[config.mk]
export PLATFORM = sky130hd
export DESIGN_NAME = pair_loopback_router
export DESIGN_NICKNAME = d
export VERILOG_FILES = /design/src/rtl/pair_loopback_router.sv
export SDC_FILE = /design/constraint.sdc
export NUM_CORES = 1
export LEC_CHECK = 0
export BUFFER_PORTS_ARGS = -buffer_cell sky130_fd_sc_hd__buf_2
export CAP_MARGIN = 15
export CORE_UTILIZATION = 39
export CTS_CLUSTER_DIAMETER = 80
export DETAILED_ROUTE_END_ITERATION = 8
export HOLD_SLACK_MARGIN = 0.06
export PLACE_DENSITY = 0.78
export SYNTH_ARGS = -nofsm -noshare
export SYNTH_HDL_FRONTEND = slang
export SYNTH_SLANG_ARGS = --single-unit
[constraint.sdc]
create_clock -name clk -period 1.16 [get_ports clk]
set_input_delay 0.116 -clock clk [delete_from_list [all_inputs] [get_ports clk]]
set_output_delay 0.116 -clock clk [all_outputs]
set_load 0.1 [all_outputs]
[src/rtl/pair_loopback_router.sv]
module pair_loopback_router #(
  parameter int NPAIRS = 4,
  localparam int NCH = 2 * NPAIRS
) (
  input  logic              clk,
  input  logic              rst_n,
  input  logic              cfg_wr,
  input  logic [NPAIRS-1:0] cfg_en,
  input  logic [NPAIRS-1:0] cfg_dir,
  input  logic [NPAIRS-1:0] cfg_type,
  input  logic [NCH-1:0]    core_out,
  input  logic [NCH-1:0]    core_oe,
  input  logic [NCH-1:0]    pad_in,
  output logic [NCH-1:0]    cap_in,
  output logic [NCH-1:0]    pad_out,
  output logic [NCH-1:0]    pad_oe
);

  logic [NPAIRS-1:0] en_q, dir_q, type_q;

  always_ff @(posedge clk or negedge rst_n) begin
    if (!rst_n) begin
      en_q   <= '0;
      dir_q  <= '0;
      type_q <= '0;
    end else if (cfg_wr) begin
      en_q   <= cfg_en;
      dir_q  <= cfg_dir;
      type_q <= cfg_type;
    end
  end

  assign pad_out = core_out;

  for (genvar p = 0; p < NPAIRS; p++) begin : g_pair
    localparam int EV = 2 * p;
    localparam int OD = 2 * p + 1;
    logic drv_val, drv_pin, loop_val;

    assign drv_val  = dir_q[p] ? core_out[EV] : core_out[OD];
    assign drv_pin  = dir_q[p] ? pad_in[EV]   : pad_in[OD];
    assign loop_val = type_q[p] ? drv_pin : drv_val;

    assign cap_in[EV] = (en_q[p] && !dir_q[p]) ? loop_val : pad_in[EV];
    assign cap_in[OD] = (en_q[p] &&  dir_q[p]) ? loop_val : pad_in[OD];
    assign pad_oe[EV] = en_q[p] ? (type_q[p] &&  dir_q[p]) : core_oe[EV];
    assign pad_oe[OD] = en_q[p] ? (type_q[p] && !dir_q[p]) : core_oe[OD];


    dig_no_pin_chk: assert property (@(posedge clk) disable iff (!rst_n)
      (en_q[p] && !type_q[p]) |-> (pad_oe[OD:EV] == 2'b00));


    dig_path_chk: assert property (@(posedge clk) disable iff (!rst_n)
      (en_q[p] && !type_q[p]) |->
        (dir_q[p] ? (cap_in[OD] == core_out[EV]) : (cap_in[EV] == core_out[OD])));


    pad_path_chk: assert property (@(posedge clk) disable iff (!rst_n)
      (en_q[p] && type_q[p]) |->
        ($countones(pad_oe[OD:EV]) == 1 &&
         (dir_q[p] ? (pad_oe[EV] && cap_in[OD] == pad_in[EV])
                   : (pad_oe[OD] && cap_in[EV] == pad_in[OD]))));


    bypass_chk: assert property (@(posedge clk) disable iff (!rst_n)
      !en_q[p] |-> (cap_in[OD:EV] == pad_in[OD:EV] && pad_oe[OD:EV] == core_oe[OD:EV]));
  end


  cfg_hold_chk: assert property (@(posedge clk) disable iff (!rst_n)
    !cfg_wr |=> ($stable(en_q) && $stable(dir_q) && $stable(type_q)));


  cfg_load_chk: assert property (@(posedge clk) disable iff (!rst_n)
    cfg_wr |=> (en_q == $past(cfg_en) && dir_q == $past(cfg_dir) && type_q == $past(cfg_type)));

endmodule

==> metrics.csv <==
metric,value,unit
outcome,"complete, but fails checks",
violations,setup timing,
reg2regPathDepth,2,
tightest_slew,0.506,ns
clk_pin_slew,0.08,ns
drive_above_1_share,82.1,%
port_buffers,62,
cts_tree,done,
ys_seq_area_share,35.7,%
worst-path-stages,3,
synthDistinctLibCells,15,
avgSynthCellArea,10.3,um2
place_ws,-0.189,ns
placedCellCount,174,
syn_nets,121,
syn_to_final_growth,119,%
drc,0,
crit_fanout,2,
synth-seq-cells,12,
setup.worst_path.end,cap_in[4],
worstSetupEndpointType,primary output,
hp-class,in2reg,
rsz0062_at_grt,true,
synth_mux_area_share,29.7,%
p_int,0.00125,W
setup_viol,16,
cts.sinks,12,
place_area,1500,um2
drv_slew,0,
grt_max_degree,17,
chipWidth,48.5,um
drv_cap,0,
clkPwrFrac,14.3,%
grt_pass1_vias,1063,
finalCritPeriodShare,138,%
htreeDepth,1,
yosys.area_share.simple,7.13,%
r2r_start,type_q[2],
hold_viol_final,0,
p_leak,0.853,nW
cp_cell_sequence,mux2_4 > mux2_4 > buf_12,
worstSetupStartpointType,register,
core-area,2000,um2
p_comb_share,64.3,%
diodes,0,
antenna_found_initial,0,
grt_pass1_wl,5.26,mm
worstHoldStart,cfg_en[3],
io_pins,63,
skew,0,ns
vias,1003,
cp_data_required_time,1.04,ns
p_switching,0.00112,W
crit_type,reg2out,
reg2reg_slack,0.19,ns
synth_top_family_by_area,multiplexers,
synth_cells,82,
swShare,47.1,%
pwr-share-seq,21.4,%
synthAdderAreaFrac,0,%
rows,16,
wl,3.78,mm
fillers,68,
holdWs,0.0704,ns
via_per_inst,5.48,
clk_latency,0.27,ns
gp_congestion,0.799,
fin_ws,-0.436,ns
powerDensity,1290,nW/um2
synth_xor_area_share,0,%
die_h,48.5,um
cts_inserted_buffers,3,
worst-path-buf-inv,1,
layout.cells.non_filler,183,
critPathMaxStageDelay,0.44,ns
grt.total_usage,29.4,%
fp.dieArea,2350,um2
hpwlAfterDp,2.07,mm
critical-path-slowest-cell,dfrtp_1,
clock-root-buffer,clkbuf_4,
drt_iter0_markers,30,
multiInputGateArea,674,um2
netlist_area,842,um2
min_period,1.60,ns
clockBufferDepth,2,
ant_nets,0,
nets,196,
register_area,305,um2
wl_per_cell,20.6,um
r2r-end,type_q[2],
cp.arrival,1.48,ns
globalRoute.totalOverflow,0,
initial_core_util,42.1,%
cp-startpoint,type_q[2],
synth_compound_area_share,14.9,%
max_slew_margin,66.5,%
crit_family,multiplexers,
ir_drop,1.10,mV
synth_warnings,0,
fin_area,1840,um2
path_common_cell,mux2_4,
firstDrtPassIters,4,
fmax,0.627,GHz
## flip-flops by register name, summed over array words and instances, names as in the netlist
signal / cells
dir_q: 4
en_q: 4
type_q: 4
## through the flow
stage	setup TNS, ns	util (%)	total power (W)
after floorplan	-1.04	-	0.00137
after global placement	-0.658	74.8	0.00174
after detailed placement	-1.07	74.8	0.00177
after CTS	-4.40	88.6	0.00228
after global routing	-5.50	91.9	0.00244
final	-4.92	91.9	0.00237
## power by group through the flow
stage                     logic, W  clock network, W  registers [W]
after floorplan           0.000833                 0       0.000536
after global placement     0.00126                 0       0.000489
after detailed placement   0.00128                 0       0.000494
after CTS                  0.00144          0.000342       0.000498
after global routing       0.00156          0.000368       0.000507
final                      0.00152          0.000339       0.000506
## metal layers
layer	GRT usage, %	vias up	share of wire (%)
li1	-	433	-
met1	29.0	484	36
met2	59.6	68	54
met3	5.35	18	4.9
met4	10.8	0	4.6
met5	0	-	0
## cells in the mapped netlist, drive strengths merged
master / count / area (um2)
o21ai: 8 / 40.0
nand2: 4 / 15.0
dfrtp: 12 / 300
inv: 8 / 30.0
mux2: 16 / 210
a21oi: 4 / 20.0
a22o: 4 / 40.0
nand3: 4 / 20.0
buf: 10 / 76.3
a31oi: 4 / 25.0
nor2b: 4 / 25.0
mux2i: 4 / 40.0
## final cells by class
cell class | count | area share [%]
tap | 27 | 1.84
timing repair buffer | 80 | 41.1
multi-input combinational | 52 | 36.6
clock buffer | 4 | 1.97
sequential | 12 | 16.6
inverter | 8 | 1.90
## worst register-to-register path: cells and delay by family (launching register included)
family / cells / cell delay [ns]
flops: 1 / 0.44
mux: 1 / 0.26
buf+inv: 1 / 0.16
## logic make-up after synthesis
family | count (synthesis)
muxes | 20
and+or+nand+nor | 12
AOI/OAI and AO/OA | 20
DFF | 12
buffers and inverters | 18
## how the worst min path moves through the flow
stage	end	slack, ns	cells after the start
floorplan	dir_q[0]	-0.18	0
global route	dir_q[1]	0.06	2
CTS	en_q[1]	0.06	3
detailed placement	type_q[2]	0.01	1
finish	en_q[3]	0.07	3
global placement	dir_q[1]	0.003	1
## layout by cell type (no fill, tap or decap), types with 4 or more instances in the layout
cell type  synthesis  routed
buf_2              1      46
buf_12             0      17
buf_6              1      12
mux2_4             8       8
mux2_2             8       8
dfrtp_1           12       8
inv_1              8       6
mux2i_4            0       4
a31oi_4            0       4
o21ai_4            0       4
nand2_1            4       4
o21ai_0            8       4
dfrtp_2            0       4
## timing repair
item                                    4_1_cts  5_1_grt
endpoints found under the hold margin        13        0
setup buffers                                 0        3
hold buffers                                  2        0
gates resized for setup                      51        7
pin swaps                                     5        2
endpoints found under the setup margin       16       16
Power figures use the tool's default switching activity.
